===== src/rtl/bkpt_pkg.sv =====
package bkpt_pkg;

    typedef enum logic [1:0] {
        MODE_OFF      = 2'b00,
        MODE_SWI_DUAL = 2'b01,
        MODE_DBG_FULL = 2'b10,
        MODE_DBG_DUAL = 2'b11
    } brk_mode_e;

    localparam logic [1:0] SEL_CTRL = 2'd0;
    localparam logic [1:0] SEL_MASK = 2'd1;
    localparam logic [1:0] SEL_MA   = 2'd2;
    localparam logic [1:0] SEL_MB   = 2'd3;

    // bit 0..1 mode, bit 2 program-only, bit 3 direction check, bit 4 direction
    typedef struct packed {
        logic      dir_is_rd;
        logic      dir_chk;
        logic      prog_only;
        brk_mode_e mode;
    } ctrl_t;

    localparam int CTRL_BITS = $bits(ctrl_t);

    typedef struct packed {
        logic pend;
        logic swi;
        logic dbg;
    } core_t;

endpackage


===== src/rtl/bkpt_regs.sv =====
module bkpt_regs
    import bkpt_pkg::*;
#(
    parameter int W = 16
) (
    input  logic         clk,
    input  logic         rst_n,
    input  logic         wr_en,
    input  logic [1:0]   sel,
    input  logic [W-1:0] wr_data,
    output logic [W-1:0] rd_data,
    output ctrl_t        ctrl,
    output logic         ign_a,
    output logic         ign_b,
    output logic [W-1:0] match_a,
    output logic [W-1:0] match_b,
    output logic         mode_chg
);

    typedef struct packed {
        ctrl_t        ctrl;
        logic         ign_a;
        logic         ign_b;
        logic [W-1:0] ma;
        logic [W-1:0] mb;
    } regs_t;

    regs_t r_d, r_q;

    always_comb begin
        r_d = r_q;
        if (wr_en) begin
            case (sel)
                SEL_CTRL: r_d.ctrl = ctrl_t'(wr_data[CTRL_BITS-1:0]);
                SEL_MASK: begin
                    r_d.ign_a = wr_data[0];
                    r_d.ign_b = wr_data[1];
                end
                SEL_MA:   r_d.ma = wr_data;
                default:  r_d.mb = wr_data;
            endcase
        end
    end

    always_ff @(posedge clk) begin
        if (!rst_n) r_q <= '0;
        else        r_q <= r_d;
    end

    always_comb begin
        case (sel)
            SEL_CTRL: rd_data = W'(r_q.ctrl);
            SEL_MASK: rd_data = W'({r_q.ign_b, r_q.ign_a});
            SEL_MA:   rd_data = r_q.ma;
            default:  rd_data = r_q.mb;
        endcase
    end

    assign mode_chg = wr_en && (sel == SEL_CTRL) && (wr_data[1:0] != r_q.ctrl.mode);
    assign ctrl     = r_q.ctrl;
    assign ign_a    = r_q.ign_a;
    assign ign_b    = r_q.ign_b;
    assign match_a  = r_q.ma;
    assign match_b  = r_q.mb;

endmodule


===== src/rtl/bkpt_cmp.sv =====
module bkpt_cmp #(
    parameter int W  = 16,
    parameter int LO = W / 2
) (
    input  logic [W-1:0] ref_val,
    input  logic [W-1:0] cand,
    input  logic         ign_lo,
    output logic         eq
);

    logic hi_eq, lo_eq;

    assign hi_eq = (ref_val[W-1:LO] == cand[W-1:LO]);
    assign lo_eq = ign_lo || (ref_val[LO-1:0] == cand[LO-1:0]);
    assign eq    = hi_eq && lo_eq;

endmodule


===== src/rtl/bkpt_tagq.sv =====
module bkpt_tagq #(
    parameter int DEPTH = 4,
    localparam int CW   = $clog2(DEPTH + 1)
) (
    input  logic          clk,
    input  logic          rst_n,
    input  logic          push,
    input  logic          push_tag,
    input  logic          pop,
    input  logic          clr,
    output logic          pop_hit,
    output logic [CW-1:0] count
);

    typedef struct packed {
        logic [DEPTH-1:0] tags;
        logic [CW-1:0]    cnt;
    } q_t;

    q_t q_d, q_q;
    logic [CW-1:0] cnt_mid;

    always_comb begin
        q_d     = q_q;
        cnt_mid = q_q.cnt;
        if (pop && q_q.cnt != '0) begin
            for (int i = 0; i < DEPTH - 1; i++) q_d.tags[i] = q_q.tags[i+1];
            q_d.tags[DEPTH-1] = 1'b0;
            cnt_mid = q_q.cnt - 1'b1;
        end
        q_d.cnt = cnt_mid;
        if (push && int'(cnt_mid) < DEPTH) begin
            for (int i = 0; i < DEPTH; i++)
                if (i == int'(cnt_mid)) q_d.tags[i] = push_tag;
            q_d.cnt = cnt_mid + 1'b1;
        end
        if (clr) q_d = '0;
    end

    always_ff @(posedge clk) begin
        if (!rst_n) q_q <= '0;
        else        q_q <= q_d;
    end

    assign pop_hit = pop && !clr && (q_q.cnt != '0) && q_q.tags[0];
    assign count   = q_q.cnt;

endmodule


===== src/rtl/bkpt_top.sv =====
module bkpt_top
    import bkpt_pkg::*;
#(
    parameter int W      = 16,
    parameter int QDEPTH = 4,
    localparam int CW    = $clog2(QDEPTH + 1)
) (
    input  logic         clk,
    input  logic         rst_n,
    input  logic         reg_we,
    input  logic [1:0]   reg_sel,
    input  logic [W-1:0] reg_wdata,
    output logic [W-1:0] reg_rdata,
    input  logic         bus_valid,
    input  logic [W-1:0] bus_addr,
    input  logic [W-1:0] bus_data,
    input  logic         bus_rd,
    input  logic         bus_fetch,
    input  logic         insn_bnd,
    input  logic         exec_strobe,
    input  logic         q_flush,
    output logic         swi_req,
    output logic         dbg_req
);

    ctrl_t         ctrl;
    logic          ign_a, ign_b, mode_chg;
    logic [W-1:0]  match_a, match_b, b_src;
    logic          a_eq, b_eq;
    logic          active, dir_ok, hit, imm_hit, fire, pop_hit;
    logic [CW-1:0] q_cnt;
    core_t         st_d, st_q;

    bkpt_regs #(.W(W)) u_regs (
        .clk(clk), .rst_n(rst_n), .wr_en(reg_we), .sel(reg_sel),
        .wr_data(reg_wdata), .rd_data(reg_rdata), .ctrl(ctrl),
        .ign_a(ign_a), .ign_b(ign_b), .match_a(match_a), .match_b(match_b),
        .mode_chg(mode_chg)
    );

    assign b_src = (ctrl.mode == MODE_DBG_FULL) ? bus_data : bus_addr;

    bkpt_cmp #(.W(W)) u_cmp_a (
        .ref_val(match_a), .cand(bus_addr), .ign_lo(ign_a), .eq(a_eq)
    );

    bkpt_cmp #(.W(W)) u_cmp_b (
        .ref_val(match_b), .cand(b_src), .ign_lo(ign_b), .eq(b_eq)
    );

    assign active  = bus_valid && (ctrl.mode != MODE_OFF) && (!ctrl.prog_only || bus_fetch);
    assign dir_ok  = !ctrl.dir_chk || (bus_rd == ctrl.dir_is_rd);
    assign hit     = active && ((ctrl.mode == MODE_DBG_FULL) ? (a_eq && b_eq && dir_ok)
                                                              : (a_eq || b_eq));
    assign imm_hit = hit && !ctrl.prog_only;

    bkpt_tagq #(.DEPTH(QDEPTH)) u_tagq (
        .clk(clk), .rst_n(rst_n),
        .push(bus_valid && bus_fetch), .push_tag(hit && ctrl.prog_only),
        .pop(exec_strobe), .clr(q_flush || mode_chg),
        .pop_hit(pop_hit), .count(q_cnt)
    );

    assign fire = !mode_chg && ((st_q.pend && insn_bnd) || pop_hit);

    always_comb begin
        st_d      = st_q;
        st_d.pend = mode_chg ? 1'b0 : (imm_hit || (st_q.pend && !insn_bnd));
        st_d.swi  = fire && (ctrl.mode == MODE_SWI_DUAL);
        st_d.dbg  = fire && ctrl.mode[1];
    end

    always_ff @(posedge clk) begin
        if (!rst_n) st_q <= '0;
        else        st_q <= st_d;
    end

    assign swi_req = st_q.swi;
    assign dbg_req = st_q.dbg;

endmodule


===== config.mk =====
export PLATFORM = sky130hd
export DESIGN_NAME = bkpt_top
export DESIGN_NICKNAME = d
export VERILOG_FILES = /design/src/rtl/bkpt_pkg.sv /design/src/rtl/bkpt_regs.sv /design/src/rtl/bkpt_cmp.sv /design/src/rtl/bkpt_tagq.sv /design/src/rtl/bkpt_top.sv
export SDC_FILE = /design/constraint.sdc
export NUM_CORES = 1
export LEC_CHECK = 0
export BUFFER_PORTS_ARGS = -buffer_cell sky130_fd_sc_hd__buf_4
export CORE_UTILIZATION = 58
export CTS_BUF_LIST = sky130_fd_sc_hd__clkbuf_16
export DETAILED_ROUTE_END_ITERATION = 10
export MAX_ROUTING_LAYER = met4
export PLACE_DENSITY = 0.86
export SYNTH_ARGS = -nofsm -noshare
export SYNTH_HDL_FRONTEND = slang
export SYNTH_HIERARCHICAL = 1
export SYNTH_SLANG_ARGS = --single-unit

===== constraint.sdc =====
create_clock -name clk -period 4.3 [get_ports clk]
set_input_delay 0.86 -clock clk [delete_from_list [all_inputs] [get_ports clk]]
set_output_delay 0.86 -clock clk [all_outputs]
set_load 0.1 [all_outputs]

After elaboration in Yosys (flattened, before gate mapping)
Cells that the tools add are included.
Cells by class
  reductions and logical operators: 46
  $add $sub $neg: 2
  equality and inequality tests: 13
  mux-type cells: 10
  magnitude comparators: 1
  bitwise logic cells: 2
Operators by type and width (number)
  case mux 16 bit (3 select lines): 1
  == test 8 bit: 4
  logical AND 1 bit: 22
  two-way mux 16 bit: 1
  logical OR 1 bit: 8
  AND reduction 2 bit: 4
  two-way mux 7 bit: 1
  == test 3 bit (first input constant): 2
  zero test 1 bit: 5
  two-way mux 1 bit: 5
  == test 2 x 1 -> 1 bit (second input constant): 2
  == test 2 bit (second input constant): 2
  two-way mux 4 bit: 1
  OR reduction 2 bit: 2
  adder 3 x 1 -> 3 bit (second input constant): 1
  == test 2 x 3 -> 1 bit (first input constant): 1
  zero test 3 bit: 1
  less-than comparator 3 bit (second input constant): 1
  two-way mux 3 bit: 1
  nonzero test 3 bit: 1
  OR reduction 3 bit: 1
  subtractor 3 x 1 -> 3 bit (second input constant): 1
  zero test 2 bit: 1
  inequality test 2 bit: 1
  3 further kinds: 4
Storage, ports and cells
  logic and storage cells: 87
  input bits: 59
  bits in registers: 49

Depth between registers and ports, before layout
Gate-level depths: netlist (run 1).
  depth after elaboration: 12
  gate-level depth with buffers: 12
  depth with buffers taken out: 10

Cells and area by module
The synthesis (run 1) kept the hierarchy.
Modules (own cells, without submodules)
  bkpt_regs: cells an instance 185, area each 1813.0 µm², times used 1, seq. area each 780.7 µm²
  bkpt_tagq: cells an instance 64, area each 543.0 µm², times used 1, seq. area each 140.1 µm²
  bkpt_top: cells an instance 38, area each 381.6 µm², times used 1, seq. area each 60.1 µm²
  bkpt_cmp: cells an instance 22, area each 180.2 µm², times used 2, seq. area each 0.0 µm²

Worst setup path before layout (run 1)
Ideal clock, no wire load.
  path type: input to output
  from: in reg_sel[0]
  to: out reg_rdata[11]
  path slack: 0.769 ns
  stages: 4
  arrival: 2.671 ns
  cells stage by stage: buf_4 buf_4 mux2i_1 nor2b_1
On the way
  cells in the longest elaborated chain, start to end: 2
RTL lines
  from (decl): RTL line bkpt_top.sv:11  | input logic [1:0] reg_sel,
  == test 2 bit (tied with other cells): RTL line bkpt_regs.sv:51  | case (sel)
  case mux 16 bit (3 select lines) *: RTL line bkpt_regs.sv:51
  to (decl): RTL line bkpt_top.sv:13  | output logic [W-1:0] reg_rdata,
Mark *: on every way between the ends. The rest lies on a longest branch, timed or not.

Worst setup path in the final report (run 1)
  from: reg u_regs.r_q, in the netlist u_regs/ctrl[1]
  to: reg u_tagq/q_q[6] (netlist name)
On the way
  cells in the longest elaborated chain, start to end: 12
RTL lines
  from (decl): RTL line bkpt_regs.sv:28  | regs_t r_d, r_q;
  from (signal assigned): RTL line bkpt_regs.sv:47  | else r_q <= r_d;
  == test 2 bit *: RTL line bkpt_top.sv:41  | assign b_src = (ctrl.mode == MODE_DBG_FULL) ? bus_data : bus_addr;
  two-way mux 16 bit *: RTL line bkpt_top.sv:41
  via b_src[7]: RTL line bkpt_top.sv:28  | logic [W-1:0] match_a, match_b, b_src;
  == test 8 bit *: RTL line bkpt_cmp.sv:14  | assign lo_eq = ign_lo || (ref_val[LO-1:0] == cand[LO-1:0]);
  logical OR 1 bit *: RTL line bkpt_cmp.sv:14
  logical AND 1 bit *: RTL line bkpt_cmp.sv:15  | assign eq = hi_eq && lo_eq;
  via b_eq: RTL line bkpt_top.sv:29  | logic a_eq, b_eq;
  logical AND 1 bit (2 in series): RTL line bkpt_top.sv:53  | assign hit = active && ((ctrl.mode == MODE_DBG_FULL) ? (a_eq && b_eq && dir_ok)
  two-way mux 1 bit *: RTL line bkpt_top.sv:53
  logical AND 1 bit *: RTL line bkpt_top.sv:53
  logical AND 1 bit *: RTL line bkpt_top.sv:59  | .push(bus_valid && bus_fetch), .push_tag(hit && ctrl.prog_only),
  two-way mux 1 bit *: RTL line bkpt_tagq.sv:34  | if (i == int'(cnt_mid)) q_d.tags[i] = push_tag;
  two-way mux 7 bit *: RTL line bkpt_tagq.sv:32  | if (push && int'(cnt_mid) < DEPTH) begin
  to (signal assigned): RTL line bkpt_tagq.sv:42  | else q_q <= q_d;
  to (decl): RTL line bkpt_tagq.sv:20  | q_t q_d, q_q;
The timed path passes the listed nets; every way through them passes the cells marked *.
A chain may end at the register's enable or synchronous reset.

==> run summary, run 1 <==
===========================================================================================
Signed area change from the synthesized netlist to the final layout ..........        22.3%
Pins Over Slew Limit .........................................................            0
Placer Congestion ............................................................        0.833
TritonCTS Buffers ............................................................            5
Core Box Area ................................................................    5110 um^2
Initial core utilization .....................................................        0.602
Maximum VDD drop .............................................................       160 uV
Initial DRT Pass Iterations ..................................................            4
Total leakage power ..........................................................      1.74 nW
Count of antenna-violating nets left after detailed routing ..................            0
Part of the total power dissipated in the clock network ......................        0.348
Die width ....................................................................      74.8 um
Unrepaired setup endpoints after global routing ..............................           no
GR Overflow Total ............................................................            0
Clock Latency Late Sink ......................................................       290 ps
Count of input and output buffers ............................................           76
Overall fraction of global-route tracks in use ...............................        0.285
Via count of the first global-routing pass ...................................         2535
Number of vias per cell after detailed routing ...............................         5.48
Area of the die ..............................................................    5600 um^2
Crit path capture type .......................................................    flip-flop
Internal portion of total power ..............................................     0.778 mW
Post-synthesis net count .....................................................          390
Worst Max-Slew Pin Slew ......................................................      1170 ps
Worst min path class ......................................................... flip-flop to flip-flop
Proportion of power drawn by combinational gates .............................        0.201
Final-layout fill cell count .................................................          402
Max Clk Rate .................................................................      326 MHz
Element type at the critical path start ......................................    flip-flop
Clock tree buffer depth ......................................................            2
Die extent in y ..............................................................      74.8 um
Number of placed instances, taps included ....................................          457
Final nets ...................................................................          456
Final setup violation count ..................................................            0
Register share of total power ................................................        0.450
CP max FO ....................................................................           18
Endpoints failing hold .......................................................            0
Final Instance Count excl. Fillers ...........................................          465
I/O pins .....................................................................           77
TritonCTS clock tree .........................................................         done
Number of max-cap violations .................................................            0
Setup fix buffers added after clock tree synthesis ...........................            0
Total wire length after detailed routing .....................................      7.24 mm
Global-route wire length before repair .......................................      11.7 mm
Number of synthesis warnings .................................................            6
Antenna Cells ................................................................            0
Power density normalized to cell area ........................................  285 nW/um^2
DRC Markers ..................................................................            0
Classification of the worst setup path ....................................... flip-flop to flip-flop
HPWL Detailed ................................................................      5.02 mm
Number of design-rule violations left by the first detailed-router iteration .          126
Sink count of the clock tree .................................................           49
Clock root buffer ............................................................ sky130_fd_sc_hd__clkbuf_16
Fraction of layout instances using a drive strength above 1 ..................        0.294
Routed wirelength normalized by instance count ...............................      15.6 um
Crit share post-route ........................................................        0.714
Overall via count from detail_route ..........................................         2548
Gates resized, CTS repair ....................................................            0
Hold bufs inserted after CTS .................................................            0
Max-slew headroom at the worst pin ...........................................        0.216
Clock H-tree levels ..........................................................            2
Arrival time worst endpoint ..................................................      3270 ps
Reg clk slew, reported paths .................................................        60 ps
Antenna violations before repair .............................................            0
Post-synthesis cell area .....................................................    3080 um^2
Switching share of power .....................................................        0.274
Number of standard-cell rows in the floorplan ................................           26
Required time of the critical path ...........................................      4510 ps
Minimum clock period .........................................................      3070 ps
Mapped Cells .................................................................          328
Pin count of the biggest net entering global routing .........................           58
Post-synthesis average cell area .............................................    9.38 um^2
Final-layout setup total negative slack ......................................         0 ps
Outcome ......................................................................    completed
NetSw ........................................................................     0.293 mW
Final clock skew .............................................................      3.10 ps
===========================================================================================
==> registers in the layout, summed over array words and instances, names as in the netlist <==
register,flops
dbg_req,1
u_tagq/q_q,4
u_regs/match_b,16
u_regs/ign_b,1
u_regs/match_a,16
u_regs/ctrl,5
swi_req,1
u_tagq/count,3
st_q,1
u_regs/ign_a,1
==> power groups by stage <==
| stage | Sequential [mW] | Combinational [mW] | Clock [mW] |
|---|---|---|---|
| 6_report | 0.482 | 0.216 | 0.373 |
| 5_1_grt | 0.483 | 0.231 | 0.398 |
| 4_1_cts | 0.482 | 0.215 | 0.377 |
| 3_5_place_dp | 0.492 | 0.212 | 0 |
| 3_3_place_gp | 0.491 | 0.209 | 0 |
| 2_1_floorplan | 0.488 | 0.146 | 0 |
==> worst max-delay path: stages, from the launching register on <==
cell,delay (ps)
sky130_fd_sc_hd__dfxtp_1,450
sky130_fd_sc_hd__nor2b_4,520
sky130_fd_sc_hd__mux2_2,420
sky130_fd_sc_hd__xor2_1,170
sky130_fd_sc_hd__nor4_1,340
sky130_fd_sc_hd__a21oi_1,150
sky130_fd_sc_hd__nor3_2,110
sky130_fd_sc_hd__a21oi_1,90
sky130_fd_sc_hd__nor3_1,400
sky130_fd_sc_hd__nand4_1,150
sky130_fd_sc_hd__a21oi_1,180
==> stage by stage <==
step,hold slack [ps],utilization,setup WS (ps),total power [mW],cell area [um^2]
global placement,460,0.709,1410,0.700,3620
global route,512,0.736,985,1.11,3760
floorplan,447,-,769,0.633,3080
CTS,491,0.736,1270,1.07,3760
finish,492,0.736,1230,1.07,3760
detailed placement,465,0.709,1360,0.704,3620
==> placed cells by master, fill, tap and decap left out, types with 2 or more instances in the layout <==
cell type                   instances
sky130_fd_sc_hd__a22o_1             3
sky130_fd_sc_hd__a21oi_1            9
sky130_fd_sc_hd__xnor2_1           21
sky130_fd_sc_hd__buf_4             76
sky130_fd_sc_hd__clkbuf_16          5
sky130_fd_sc_hd__ha_1               3
sky130_fd_sc_hd__mux2_2            20
sky130_fd_sc_hd__clkinv_1           2
sky130_fd_sc_hd__nand2b_1           3
sky130_fd_sc_hd__nor2b_1           14
sky130_fd_sc_hd__nand2_1           57
sky130_fd_sc_hd__nor4_1             4
sky130_fd_sc_hd__dfxtp_1           49
sky130_fd_sc_hd__nor3_1             9
sky130_fd_sc_hd__nor2_1             5
sky130_fd_sc_hd__nand4_1            5
sky130_fd_sc_hd__mux4_2             2
sky130_fd_sc_hd__mux2i_1           55
sky130_fd_sc_hd__o21a_1             3
sky130_fd_sc_hd__nand3_1            2
sky130_fd_sc_hd__nor3_2             2
sky130_fd_sc_hd__a211oi_2           2
sky130_fd_sc_hd__inv_1              6
sky130_fd_sc_hd__xor2_1            17
sky130_fd_sc_hd__nor3b_1            2
sky130_fd_sc_hd__o21ai_2            2
sky130_fd_sc_hd__nand3b_1           2
==> routing by layer <==
layer  share of wire  global-route usage  vias up
met5               0                   -        -
met2            0.49               0.478       94
met4           0.010              0.0881        0
met1            0.44               0.343     1183
li1                -                   -     1262
met3           0.055              0.0562        9
==> layout make-up <==
class,instances,area (um^2),area share
timing repair buffer,76,571,0.152
clock inverter,3,12.5,0.00333
sequential,49,981,0.261
inverter,6,22.5,0.00599
multi-input combinational,256,1960,0.521
tap,70,87.6,0.0233
clock buffer,5,125,0.0333
==> final timing paths <==
path / from / endpoint / slack [ps] / depth (start not counted)
worst max register to register: u_regs/ctrl[1]$_SDFFE_PN0P_ / u_tagq/q_q[6]$_SDFF_PP0_ / 1230 / 10
worst min register to register: u_regs/ctrl[4]$_SDFFE_PN0P_ / u_regs/ctrl[4]$_SDFFE_PN0P_ / 490 / 2
worst min-delay path: u_regs/ctrl[4]$_SDFFE_PN0P_ / u_regs/ctrl[4]$_SDFFE_PN0P_ / 490 / 2
worst max-delay path: u_regs/ctrl[1]$_SDFFE_PN0P_ / u_tagq/q_q[6]$_SDFF_PP0_ / 1230 / 10
Note: power is estimated with default switching activity, not from simulation.
==> run 2: changes to the inputs <==
--- a/config.mk
+++ b/config.mk
@@ -6,11 +6,11 @@
 export NUM_CORES = 1
 export LEC_CHECK = 0
 export BUFFER_PORTS_ARGS = -buffer_cell sky130_fd_sc_hd__buf_4
-export CORE_UTILIZATION = 58
+export CORE_UTILIZATION = 49
 export CTS_BUF_LIST = sky130_fd_sc_hd__clkbuf_16
 export DETAILED_ROUTE_END_ITERATION = 10
 export MAX_ROUTING_LAYER = met4
-export PLACE_DENSITY = 0.86
+export PLACE_DENSITY = 0.77
 export SYNTH_ARGS = -nofsm -noshare
 export SYNTH_HDL_FRONTEND = slang
 export SYNTH_HIERARCHICAL = 1
==> constraint.sdc (replaced) <==
create_clock -name clk -period 2.6 [get_ports clk]
set_input_delay 0.52 -clock clk [delete_from_list [all_inputs] [get_ports clk]]
set_output_delay 0.52 -clock clk [all_outputs]
set_load 0.1 [all_outputs]
==> run 2 against run 1 <==
Effect of this change: total power is 75% higher; count of clock-buffer cells in the layout stayed put; final area increased by 4.2%; combinational power increased by 72%; routed wire length up 1.3%; clock power up 89%; via count increased by 1.5%; global-route usage fell by 3.9 points; non-clock buffer count up 11; flip-flop and latch count stayed put; largest power group unchanged; die area grew 18%.
==> run summary, run 2 (synthesis gave the netlist of run 1 again) <==
===========================================================================================
Outcome ......................................................................    completed
Overall via count from detail_route ..........................................         2587   +1.5%
Standard cell area after detailed placement ..................................    3720 um^2   +2.8%
Power density normalized to cell area ........................................  478 nW/um^2   +68%
Final nets ...................................................................          467   +2.4%
Max-slew headroom at the worst pin ...........................................        0.682   +0.465
Classification of the worst setup path ....................................... flip-flop to flip-flop
Sink count of the clock tree .................................................           49   unchanged
Placer Congestion ............................................................        0.838   +0.59%
Crit path capture type .......................................................    flip-flop
Clock Latency Late Sink ......................................................       290 ps   about the same
Final setup violation count ..................................................            0   unchanged
Count of input and output buffers ............................................           76   unchanged
I/O pins .....................................................................           77   unchanged
Area of the die ..............................................................    6600 um^2   +18%
Arrival time worst endpoint ..................................................      2680 ps   -590 ps
Worst Max-Slew Pin Slew ......................................................       478 ps   -694 ps
Initial core utilization .....................................................        0.513   -0.0888
Hold-critical path depth .....................................................            2   unchanged
Antenna Cells ................................................................            0   unchanged
Initial DRT Pass Iterations ..................................................            4   unchanged
Die extent in y ..............................................................      81.2 um   +8.6%
Fraction of layout instances using a drive strength above 1 ..................        0.346   +0.0520
Overall fraction of global-route tracks in use ...............................        0.246   -0.0385
Global-route wire length before repair .......................................      12.0 mm   +2.2%
Antenna violations before repair .............................................            0   unchanged
Number of placed instances, taps included ....................................          471   +3.1%
Number of design-rule violations left by the first detailed-router iteration .          124   -1.6%
Worst min path class ......................................................... flip-flop to flip-flop
Worst hold slack across all endpoints ........................................       481 ps   -10.7 ps
Finished Cell Area ...........................................................    3920 um^2   +4.2%
Commonest non-fill, non-tap cell in the layout ............................... sky130_fd_sc_hd__buf_4
Reg2reg start ................................................................ u_regs/ctrl[1]$_SDFFE_PN0P_
Clock H-tree levels ..........................................................            2   unchanged
Max Clk Rate .................................................................      407 MHz   +25%
Clock root buffer ............................................................ sky130_fd_sc_hd__clkbuf_16
TritonCTS clock tree .........................................................         done
Startpoint of the most critical hold path .................................... u_tagq/q_q[6]$_SDFF_PP0_
Via count of the first global-routing pass ...................................         2615   +3.2%
Number of max-cap violations .................................................            0   unchanged
Total wire length after detailed routing .....................................      7.33 mm   +1.3%
GR Overflow Total ............................................................            0   unchanged
DRC Markers ..................................................................            0   unchanged
Worst reg-to-reg path cell count .............................................           12   +2
Required time of the critical path ...........................................      2820 ps   -1690 ps
Number of vias per cell after detailed routing ...............................         5.39   -1.6%
Endpoints failing hold .......................................................            0   unchanged
Clock tree buffer depth ......................................................            2   unchanged
Total leakage power ..........................................................      1.82 nW   +4.6%
Maximum VDD drop .............................................................       270 uV   +69%
CP max FO ....................................................................           10   -8
Signed area change from the synthesized netlist to the final layout ..........        27.4%
Reg clk slew, reported paths .................................................        60 ps   about the same
HPWL Detailed ................................................................      5.56 mm   +11%
Capture point of the worst reg-to-reg path ................................... u_tagq/q_q[6]$_SDFF_PP0_
Final-layout setup total negative slack ......................................         0 ps   unchanged
Core Box Area ................................................................    5990 um^2   +17%
Final clock skew .............................................................      7.38 ps   +4.28 ps
Crit share post-route ........................................................        0.946   +0.232
Routed wirelength normalized by instance count ...............................      15.3 um   -1.9%
Pins Over Slew Limit .........................................................            0   unchanged
Count of antenna-violating nets left after detailed routing ..................            0   unchanged
Element type at the critical path start ......................................    flip-flop
Final Instance Count excl. Fillers ...........................................          480   +3.2%
TritonCTS Buffers ............................................................            5   unchanged
Commonest non-fill, non-tap cells in the layout .............................. sky130_fd_sc_hd__buf_4, sky130_fd_sc_hd__nand2_1, sky130_fd_sc_hd__mux2i_1
Minimum clock period .........................................................      2460 ps   -610 ps
Die width ....................................................................      81.2 um   +8.6%
Endpoint with the worst hold slack ........................................... u_tagq/q_q[6]$_SDFF_PP0_
Pin count of the biggest net entering global routing .........................           35   -40%
Hold bufs inserted after CTS .................................................            0   unchanged
Register-to-register setup slack .............................................       140 ps   -1090 ps
Number of standard-cell rows in the floorplan ................................           28   +7.7%
===========================================================================================
-- run 2: changes by cell type in the layout (fill, tap and decap cells not counted), sizes merged --
cell / previous run / this run
buf: 76 / 87
clkinv: 3 / 1
bufinv: 0 / 1
-- run 2: critical path, stage by stage (launching register included) --
cell and delay, ps:
sky130_fd_sc_hd__dfxtp_1 330, sky130_fd_sc_hd__nor2b_4 160, sky130_fd_sc_hd__buf_12 140, sky130_fd_sc_hd__mux2_2 340, sky130_fd_sc_hd__xor2_1 170, sky130_fd_sc_hd__nor4_2 340, sky130_fd_sc_hd__a21oi_1 150, sky130_fd_sc_hd__nor3_2 140
sky130_fd_sc_hd__a21oi_1 90, sky130_fd_sc_hd__nor3_1 140, sky130_fd_sc_hd__buf_4 160, sky130_fd_sc_hd__nand4_1 80, sky130_fd_sc_hd__a21oi_1 140
-- run 2: layout make-up --
class	instances	area, um^2
Clock buffer	5	125
Clock inverter	2	35.0
Fill cell	475	2070
Inverter	6	22.5
Multi-Input combinational cell	256	1990
Sequential cell	49	981
Tap cell	75	93.8
Timing Repair Buffer	87	666
-- run 2: stage by stage --
| step | power [mW] | setup slack [ps] | utilization |
|---|---|---|---|
| after floorplan | 1.05 | 85.4 | - |
| after global placement | 1.17 | 178 | 0.622 |
| after detailed placement | 1.18 | 44.5 | 0.622 |
| after CTS | 1.88 | 25.3 | 0.648 |
| after global routing | 1.95 | -5.13 | 0.654 |
| final | 1.87 | 141 | 0.654 |
-- run 2: how the worst max path moves through the flow --
| stage | startpoint | endpoint | slack (ps) |
|---|---|---|---|
| 2_1_floorplan | u_regs/ctrl[1]$_SDFFE_PN0P_ | u_tagq/q_q[6]$_SDFF_PP0_ | 90 |
| 5_1_grt | u_regs/ctrl[1]$_SDFFE_PN0P_ | u_tagq/q_q[6]$_SDFF_PP0_ | -5 |
| 6_report | u_regs/ctrl[1]$_SDFFE_PN0P_ | u_tagq/q_q[6]$_SDFF_PP0_ | 140 |
| 4_1_cts | u_regs/ctrl[1]$_SDFFE_PN0P_ | u_tagq/q_q[6]$_SDFF_PP0_ | 30 |
| 3_5_place_dp | u_regs/ctrl[1]$_SDFFE_PN0P_ | u_tagq/q_q[6]$_SDFF_PP0_ | 40 |
| 3_3_place_gp | bus_addr[7] | u_tagq/q_q[6]$_SDFF_PP0_ | 180 |
-- run 2: power by group --
group	switching (mW)	internal, mW
Sequential	0.0212	0.774
Clock	0.260	0.446
Combinational	0.197	0.174
Total	0.478	1.39
-- run 2: metal layers --
metal,part of all wire,GRT usage,vias up
li1,-,-,1291
met2,0.50,0.437,64
met5,0,-,-
met4,0.017,0.0661,0
met3,0.046,0.0461,12
met1,0.43,0.281,1220
-- run 2: what timing repair did --
action | CTS | global route
setup buffers | 0 | 2
endpoints found under the setup margin | 0 | 4
resized for setup | 0 | 1
